[config.mk]
export PLATFORM = sky130hd
export DESIGN_NAME = core_reg_mapper
export DESIGN_NICKNAME = d
export VERILOG_FILES = /design/src/rtl/cmap_pkg.sv /design/src/rtl/cmap_decode.sv /design/src/rtl/cmap_state.sv /design/src/rtl/core_reg_mapper.sv
export SDC_FILE = /design/constraint.sdc
export NUM_CORES = 1
export LEC_CHECK = 0
export ABC_AREA = 1
export CELL_PAD_IN_SITES_DETAIL_PLACEMENT = 1
export CELL_PAD_IN_SITES_GLOBAL_PLACEMENT = 1
export CORE_ASPECT_RATIO = 1.4
export CORE_MARGIN = 5
export CORE_UTILIZATION = 42
export DETAILED_ROUTE_END_ITERATION = 16
export DONT_BUFFER_PORTS = 1
export PLACE_DENSITY_LB_ADDON = 0.15
export SETUP_SLACK_MARGIN = 0.1
export SLEW_MARGIN = 20
export SYNTH_ARGS = -nofsm -noshare
export SYNTH_HDL_FRONTEND = slang
export SYNTH_SLANG_ARGS = --single-unit
[constraint.sdc]
create_clock -name clk -period 1.64 [get_ports clk]
set_input_delay 0.328 -clock clk [delete_from_list [all_inputs] [get_ports clk]]
set_output_delay 0.328 -clock clk [all_outputs]
set_load 0.05 [all_outputs]
[src/rtl/cmap_pkg.sv]
package cmap_pkg;
  typedef enum logic [1:0] {TGT_GPR = 2'd0, TGT_SPEC = 2'd1, TGT_EXT = 2'd2} tgt_e;

  localparam int GPR_COUNT  = 32;
  localparam int SPEC_BASE  = 'h58;   // I/O offset 0x38 plus the 32 register slots
  localparam int SPEC_COUNT = 8;
  localparam int PAGE_COUNT = 4;

  // window slot order, shared by the decoder and the state bank
  localparam logic [2:0] SLOT_JUMP   = 3'd4;
  localparam logic [2:0] SLOT_SP_LO  = 3'd5;
  localparam logic [2:0] SLOT_SP_HI  = 3'd6;
  localparam logic [2:0] SLOT_STATUS = 3'd7;
endpackage

[src/rtl/cmap_decode.sv]
module cmap_decode
  import cmap_pkg::*;
#(
  parameter int          AW        = 16,
  parameter int          EXT_AW    = 24,
  parameter int unsigned DATA_BASE = 'h10000
) (
  input  logic [AW-1:0]     addr,
  output tgt_e              tgt,
  output logic [2:0]        slot,
  output logic [EXT_AW-1:0] ext_addr
);
  localparam logic [AW-1:0] GPR_END  = AW'(GPR_COUNT);
  localparam logic [AW-1:0] WIN_LO   = AW'(SPEC_BASE);
  localparam logic [AW-1:0] WIN_HI   = AW'(SPEC_BASE + SPEC_COUNT);

  always_comb begin
    if (addr < GPR_END)                       tgt = TGT_GPR;
    else if (addr >= WIN_LO && addr < WIN_HI) tgt = TGT_SPEC;
    else                                      tgt = TGT_EXT;
  end

  assign slot     = addr[2:0];
  assign ext_addr = EXT_AW'(DATA_BASE) + EXT_AW'(addr);
endmodule

[src/rtl/cmap_state.sv]
module cmap_state
  import cmap_pkg::*;
#(
  parameter int PAGE_W = 24
) (
  input  logic                         clk,
  input  logic                         rst,
  input  logic                         wr,
  input  logic [2:0]                   slot,
  input  logic [7:0]                   wdata,
  input  logic [PAGE_COUNT-1:0]        page_en,
  input  logic                         wide_sp_en,
  output logic [PAGE_COUNT*PAGE_W-1:0] page_bank,
  output logic [PAGE_W-1:0]            jump_ext,
  output logic [15:0]                  sp_val,
  output logic [7:0]                   status_flags,
  output logic [7:0]                   rd_byte
);
  localparam int LSB_W = PAGE_W - 8;

  for (genvar g = 0; g < PAGE_COUNT; g++) begin : g_page
    logic [PAGE_W-1:0] r;
    always_ff @(posedge clk) begin
      if (rst)
        r <= '0;
      else if (wr && slot == 3'(g) && page_en[g])
        r <= {wdata, {LSB_W{1'b0}}};
    end
    assign page_bank[g*PAGE_W +: PAGE_W] = r;
  end

  always_ff @(posedge clk) begin
    if (rst) begin
      jump_ext     <= '0;
      sp_val       <= '0;
      status_flags <= '0;
    end else if (wr) begin
      case (slot)
        SLOT_JUMP:   jump_ext     <= {wdata, {LSB_W{1'b0}}};
        SLOT_SP_LO:  sp_val[7:0]  <= wdata;
        SLOT_SP_HI:  if (wide_sp_en) sp_val[15:8] <= wdata;
        SLOT_STATUS: status_flags <= wdata;
        default: ;
      endcase
    end
  end

  always_comb begin
    case (slot)
      SLOT_JUMP:   rd_byte = jump_ext[PAGE_W-1 -: 8];
      SLOT_SP_LO:  rd_byte = sp_val[7:0];
      SLOT_SP_HI:  rd_byte = sp_val[15:8];
      SLOT_STATUS: rd_byte = status_flags;
      default:     rd_byte = page_bank[32'(slot[1:0])*PAGE_W + LSB_W +: 8];
    endcase
  end
endmodule

[src/rtl/core_reg_mapper.sv]
module core_reg_mapper
  import cmap_pkg::*;
#(
  parameter int          AW        = 16,
  parameter int          EXT_AW    = 24,
  parameter int          PAGE_W    = 24,
  parameter int unsigned DATA_BASE = 'h10000
) (
  input  logic                         clk,
  input  logic                         rst,
  input  logic                         acc_valid,
  input  logic                         acc_we,
  input  logic [AW-1:0]                acc_addr,
  input  logic [7:0]                   acc_wdata,
  output logic [7:0]                   rd_data,
  output logic                         rd_valid,
  input  logic [3:0]                   page_en,
  input  logic                         wide_sp_en,
  output logic                         gpr_en,
  output logic                         gpr_we,
  output logic [4:0]                   gpr_addr,
  output logic [7:0]                   gpr_wdata,
  input  logic [7:0]                   gpr_rdata,
  output logic                         ext_en,
  output logic                         ext_we,
  output logic [EXT_AW-1:0]            ext_addr,
  output logic [7:0]                   ext_wdata,
  input  logic [7:0]                   ext_rdata,
  output logic [4*PAGE_W-1:0]          page_bank,
  output logic [PAGE_W-1:0]            jump_ext,
  output logic [15:0]                  sp_val,
  output logic [7:0]                   status_flags
);
  tgt_e       tgt;
  tgt_e       sel_q;
  logic [2:0] slot;
  logic [7:0] spec_byte;
  logic [7:0] spec_q;
  logic       is_read;

  cmap_decode #(.AW(AW), .EXT_AW(EXT_AW), .DATA_BASE(DATA_BASE)) u_dec (
    .addr(acc_addr), .tgt(tgt), .slot(slot), .ext_addr(ext_addr)
  );

  cmap_state #(.PAGE_W(PAGE_W)) u_state (
    .clk(clk), .rst(rst),
    .wr(acc_valid && acc_we && tgt == TGT_SPEC),
    .slot(slot), .wdata(acc_wdata),
    .page_en(page_en), .wide_sp_en(wide_sp_en),
    .page_bank(page_bank), .jump_ext(jump_ext),
    .sp_val(sp_val), .status_flags(status_flags),
    .rd_byte(spec_byte)
  );

  assign gpr_en    = acc_valid && tgt == TGT_GPR;
  assign gpr_we    = acc_we;
  assign gpr_addr  = acc_addr[4:0];
  assign gpr_wdata = acc_wdata;

  assign ext_en    = acc_valid && tgt == TGT_EXT;
  assign ext_we    = acc_we;
  assign ext_wdata = acc_wdata;

  assign is_read = acc_valid && !acc_we;

  always_ff @(posedge clk) begin
    if (rst) begin
      rd_valid <= 1'b0;
      sel_q    <= TGT_GPR;
      spec_q   <= '0;
    end else begin
      rd_valid <= is_read;
      if (is_read) begin
        sel_q  <= tgt;
        spec_q <= spec_byte;
      end
    end
  end

  always_comb begin
    case (sel_q)
      TGT_GPR:  rd_data = gpr_rdata;
      TGT_SPEC: rd_data = spec_q;
      default:  rd_data = ext_rdata;
    endcase
  end
endmodule

* After elaboration in Yosys (flattened, before gate mapping)
Cells that the tools add are included.
** Operators by class
- Add/sub/neg operators :: 2
- Multipliers :: 1
- Divide/modulo/power cells :: 0
- Order comparisons :: 3
- Equality and inequality tests :: 10
- Shift operators :: 1
- Multiplexer cells :: 4
- Bitwise gates (word level) :: 0
- Reductions and logical operators :: 22
** Operators with widths (number)
- $shiftx A96 B33 Y8 :: 1
- $pmux W8 S4 :: 1
- $add A17 B16 Y18 const A :: 1
- $ge A16 B7 Y1 const B :: 1
- $lt A16 B6 Y1 const B :: 1
- $lt A16 B7 Y1 const B :: 1
- $pmux W8 S2 :: 1
- $logic_and A1 B1 Y1 :: 14
- $eq A3 B3 Y1 const B :: 4
- $add A7 B5 Y8 const B :: 1
- $eq A3 B2 Y1 const B :: 2
- $reduce_and A2 Y1 :: 3
- $eq A2 B1 Y1 const B :: 2
- $logic_not A2 Y1 :: 2
- $mul A2 B2 Y4 const B :: 1
- $mux W2 :: 2
- $eq A3 B1 Y1 const B :: 1
- $logic_not A3 Y1 :: 1
- $reduce_and A3 Y1 :: 1
- $eq A2 B2 Y1 const B :: 1
- $logic_not A1 Y1 :: 1
** Word-level totals
- Register bits :: 75
- Latch bits :: 0
- Bits in writable memories :: 0
- Bits in read-only memories :: 0
- Input bits :: 49
- Output and inout port bits :: 202
- Word-level logic and storage cells :: 54
- Memories :: 0

* Depth between registers and ports, before layout
- Depth in word-level cells :: 8
- Gate-level depth with buffers :: 9
- Depth with buffers taken out :: 8

* By module
Synthesis repeated with hierarchy kept, for this count alone.
** Second synthesis, totals
- Cell total of the unflattened synthesis :: 791
- Area, all modules :: 5146.2 um2
** By module, submodules not included
- cmap_state :: times used 1, cells each 610, area each 3957.5 um2, sequential area each 1281.2 um2
- core_reg_mapper :: times used 1, cells each 131, area each 889.6 um2, sequential area each 220.2 um2
- cmap_decode :: times used 1, cells each 50, area each 299.0 um2, sequential area each 0.0 um2

* Worst setup path before layout
No wires, ideal clock.
- Path type :: in2out
- Start point :: in acc_addr[13]
- End point :: out gpr_en
- Data arrival time :: 1.521 ns
- Data required time :: 1.312 ns
- Path slack :: -0.209 ns
- Cell stages on the path :: 6
- Path buffers :: 1
- Cells stage by stage :: nor2_1 nand2_1 nor2_4 buf_12 nand2_1 nor2_1
** On the way
- Cells in the longest elaborated chain, start to end :: 6
- Elaborated cells on any way between the ends :: 8
- Those cells by class :: order compare: 3; mux: 2; reduce/logical: 3
** Ends and longest elaborated chain
- start: declaration :: line core_reg_mapper.sv:13 : input logic [AW-1:0] acc_addr,
- $ge A16 B7 Y1 / $lt A16 B7 Y1 (equally long branches) :: line cmap_decode.sv:19 : else if (addr >= WIN_LO && addr < WIN_HI) tgt = TGT_SPEC;
- $logic_and A1 B1 Y1 :: line cmap_decode.sv:19
- $mux W2 :: line cmap_decode.sv:19
- $mux W2 (*) :: line cmap_decode.sv:18 : if (addr < GPR_END) tgt = TGT_GPR;
- $logic_not A2 Y1 (*) :: line core_reg_mapper.sv:55 : assign gpr_en = acc_valid && tgt == TGT_GPR;
- $logic_and A1 B1 Y1 (*) :: line core_reg_mapper.sv:55
- end: declaration :: line core_reg_mapper.sv:19 : output logic gpr_en,
Every way passes the cells marked *; elsewhere a longest branch is shown, timed or not.

* Worst setup path in the final report
- Start point :: reg sel_q[0]
- End point :: out rd_data[7]
** On the way
- Cells in the longest elaborated chain, start to end :: 2
- Elaborated cells on any way between the ends :: 3
- Those cells by class :: eq/ne: 1; mux: 1; reduce/logical: 1
** Ends and longest elaborated chain
- start: declaration :: line core_reg_mapper.sv:35 : tgt_e sel_q;
- start signal: assignment :: line core_reg_mapper.sv:74 : sel_q <= tgt;
- $eq A2 B1 Y1 / $logic_not A2 Y1 (equally long branches) :: line core_reg_mapper.sv:81 : case (sel_q)
- $pmux W8 S2 (*) :: line core_reg_mapper.sv:81
- end: declaration :: line core_reg_mapper.sv:15 : output logic [7:0] rd_data,
Marked as above.

==> flow_metrics.env <==
export IMPL_cts_max_path_buffers=2
export IMPL_period_needed_ns=1.54
export IMPL_rsz0062_at_grt="yes"
export IMPL_setup_worst_path_end_class="primary output"
export IMPL_track_usage=0.213
export IMPL_final_seq_area_mm2=0.00150
export IMPL_yosys_warnings=0
export IMPL_cap_violations=0
export IMPL_worstHoldStart="rst"
export IMPL_worst_path_max_fanout=8
export IMPL_maxSlewViolCount=0
export IMPL_p_comb_frac=0.178
export IMPL_hold_buffers=0
export IMPL_tightest_slew_ns=0.519
export IMPL_syn_avg_cell_area_um2=6.35
export IMPL_power_density_mw_per_mm2=840
export IMPL_power_share_sequential=0.412
export IMPL_io_pins=251
export IMPL_max_stage_delay_ns=0.36
export IMPL_swShare=0.327
export IMPL_synth_top_cell_by_area="dfxtp_1"
export IMPL_synthTopCellsByArea="dfxtp_1 (30%), buf_4 (19%), nand2_1 (16%)"
export IMPL_timing_rr_end="spec_q[3]$_SDFFE_PP0P_"
export IMPL_finalClockSkew_ns=0.00224
export IMPL_drcViolationCount=0
export IMPL_yosys_register_bits=75
export IMPL_syn_to_final_growth_pct=6.31
export IMPL_nFillCells=1621
export IMPL_slowest_stage="dfxtp_2"
export IMPL_reg2reg_setup_slack_ns=0.55
export IMPL_ant_nets=0
export IMPL_status="finished, final reports clean"
export IMPL_dieArea_mm2=0.0143
export IMPL_dpl_cell_area_mm2=0.00500
export IMPL_multi_input_area_mm2=0.00247
export IMPL_leakage_nw=3.01
export IMPL_synth_area_mm2=0.00504
export IMPL_netlist_instances=794
export IMPL_final_common_cell="nand2_1"
export IMPL_avgViaCountPerCell=4.52
export IMPL_clk_pin_slew_ns=0.06
export IMPL_first_pass_iters=5
export IMPL_crit_path_cell_trace="inv_2 -> nor2_4 -> nand2_1 -> nand3_4"
export IMPL_fmax_mhz=650
export IMPL_synth_top_area_share=0.298
export IMPL_post_drt_wl_per_cell_um=16.1
export IMPL_r2r_start="u_state.g_page[0].r[19]$_SDFFE_PP0P_"
export IMPL_hold_path_depth=1
export IMPL_grt_pass1_vias=4380
export IMPL_drtIter0Drc=169
export IMPL_grt_pass1_wl_mm=23.4
export IMPL_p_clk_frac=0.410
export IMPL_worstSetupPathType="flip-flop to primary output"
export IMPL_ys_seq_area_frac=0.298
export IMPL_critPathLaunchType="flip-flop"
export IMPL_fin_ws_ns=0.101
export IMPL_critical_path_arrival_ns=1.21
export IMPL_relSlewSlack=0.654
export IMPL_grt_overflow_total=0
export IMPL_cts_made_buffers=9
export IMPL_grt_max_degree=72
export IMPL_peakVddDrop_mv=0.401
export IMPL_hold_viol=0
export IMPL_finalSetupViolations=0
export IMPL_p_int_mw=3.03
export IMPL_critPathRequiredTime_ns=1.31
export IMPL_core_mm2=0.0118
export IMPL_dp_hpwl_mm=11.9
export IMPL_clk_latency_ns=0.34
export IMPL_netlist_cell_type_count=21
export IMPL_vias=4326
export IMPL_antenna_found_initial=0
export IMPL_final_cell_mix="nand2_1 (209), nor2_1 (185), conb_1 (88), inv_1 (82), dfxtp_1 (73)"
export IMPL_gp_congestion=0.832
export IMPL_clock_root_buffer="clkbuf_16"
export IMPL_fp_row_count=47
export IMPL_die_w_um=103
export IMPL_num_antenna_cells=0
export IMPL_cts_sinks=75
export IMPL_cts_tree="built"
export IMPL_p_sw_mw=1.47
export IMPL_reg2reg_depth=6
export IMPL_io_buffer_count=0
export IMPL_setup_tns_ns=0
export IMPL_hold_class="primary input to flip-flop"
export IMPL_h_tree_depth=3
export IMPL_final_cell_area_mm2=0.00536
export IMPL_drive_gt1_frac=0.152
export IMPL_min_to="rd_valid$_SDFF_PP0_"
export IMPL_pre_cts_ws_ns=0.0509
export IMPL_floorplan_die_height_um=140
export IMPL_start_util=0.426
export IMPL_period_share=0.939
export IMPL_layout_nets=854
export IMPL_drt_total_wl_mm=15.4
## flip-flops by register name, indices dropped and copies added (netlist names)
signal,count
rd_valid,1
sel_q,2
spec_q,8
u_state.g_page.r,32
u_state.jump_ext,8
u_state.sp_val,16
u_state.status_flags,8
## power groups by stage
| stage | Sequential [mW] | Clock, mW | Combinational, mW |
|---|---|---|---|
| floorplan | 1.89 | 0 | 1.15 |
| global placement | 1.89 | 0 | 0.761 |
| detailed placement | 1.89 | 0 | 0.767 |
| CTS | 1.85 | 1.89 | 0.796 |
| global route | 1.86 | 1.97 | 0.840 |
| finish | 1.85 | 1.85 | 0.801 |
## repair_timing
action | CTS | global route
gates resized for setup | 16 | 1
endpoints found under the setup margin | 8 | 9
gates cloned | 0 | 0
pin swaps | 2 | 1
setup buffers | 0 | 0
## Yosys cell counts
| library cell | count |
|---|---|
| nand3_2 | 1 |
| conb_1 | 2 |
| inv_2 | 2 |
| nor2_1 | 188 |
| a21oi_1 | 12 |
| nor2_2 | 4 |
| o21ai_0 | 23 |
| nor2_8 | 1 |
| nor2_4 | 1 |
| nand3_1 | 20 |
| buf_6 | 9 |
| inv_4 | 1 |
| buf_12 | 1 |
| inv_1 | 84 |
| nand2_1 | 210 |
| buf_2 | 12 |
| nand2_2 | 2 |
| nand4_4 | 8 |
| clkbuf_1 | 9 |
| buf_4 | 129 |
| dfxtp_1 | 75 |
## per-layer routing
| layer | routed length, um | part of all wire | global-route usage | vias to the layer above |
|---|---|---|---|---|
| li1 | - | - | - | 2151 |
| met1 | 5980 | 0.39 | 0.243 | 1974 |
| met2 | 8030 | 0.52 | 0.387 | 183 |
| met3 | 1160 | 0.075 | 0.0436 | 18 |
| met4 | 267 | 0.017 | 0.0677 | 0 |
| met5 | 0 | 0 | 0 | - |
## metrics by stage
step / cells / hold slack (ns) / util / power (mW)
after detailed placement: 941 / 0.425 / 0.423 / 2.66
after global placement: 941 / 0.415 / 0.423 / 2.65
final: 957 / 0.0789 / 0.453 / 4.50
after floorplan: 880 / 0.412 / - / 3.04
after CTS: 957 / 0.0710 / 0.453 / 4.54
after global routing: 957 / 0.0829 / 0.453 / 4.67
## how the worst max path moves through the flow
stage                     cells after the start                  start  slack [ns]                              endpoint
after floorplan                               7           acc_addr[13]        0.13                                ext_en
after global placement                        7           acc_addr[13]        0.12       u_state.sp_val[12]$_SDFFE_PP0P_
after detailed placement                      6            acc_addr[1]        0.05  u_state.g_page[1].r[17]$_SDFFE_PP0P_
after CTS                                     4  sel_q[0]$_SDFFE_PP0P_        0.08                            rd_data[4]
after global routing                          4  sel_q[0]$_SDFFE_PP0P_        0.04                            rd_data[7]
final                                         4  sel_q[0]$_SDFFE_PP0P_        0.10                            rd_data[7]
## worst max-delay path, delay by kind of cell, from the launching register on
kind,cells,cell delay (ns)
and+or+nand+nor,3,0.46
buffers and inverters,1,0.05
DFF,1,0.36
## cells by family after synthesis
family          after synthesis  share of synthesized area
simple gates                435                      0.366
compound gates               35                     0.0348
other cells                   2                    0.00149
flops                        75                      0.298
buf+inv                     247                      0.300
## cell type report
type	count	area share
Inverter	87	0.0614
Sequential cell	75	0.281
Tap cell	147	0.0343
Clock inverter	2	0.00187
Clock buffer	14	0.0493
Timing Repair Buffer	74	0.111
Multi-Input combinational cell	558	0.462
Note: power is estimated with default switching activity, not from simulation.
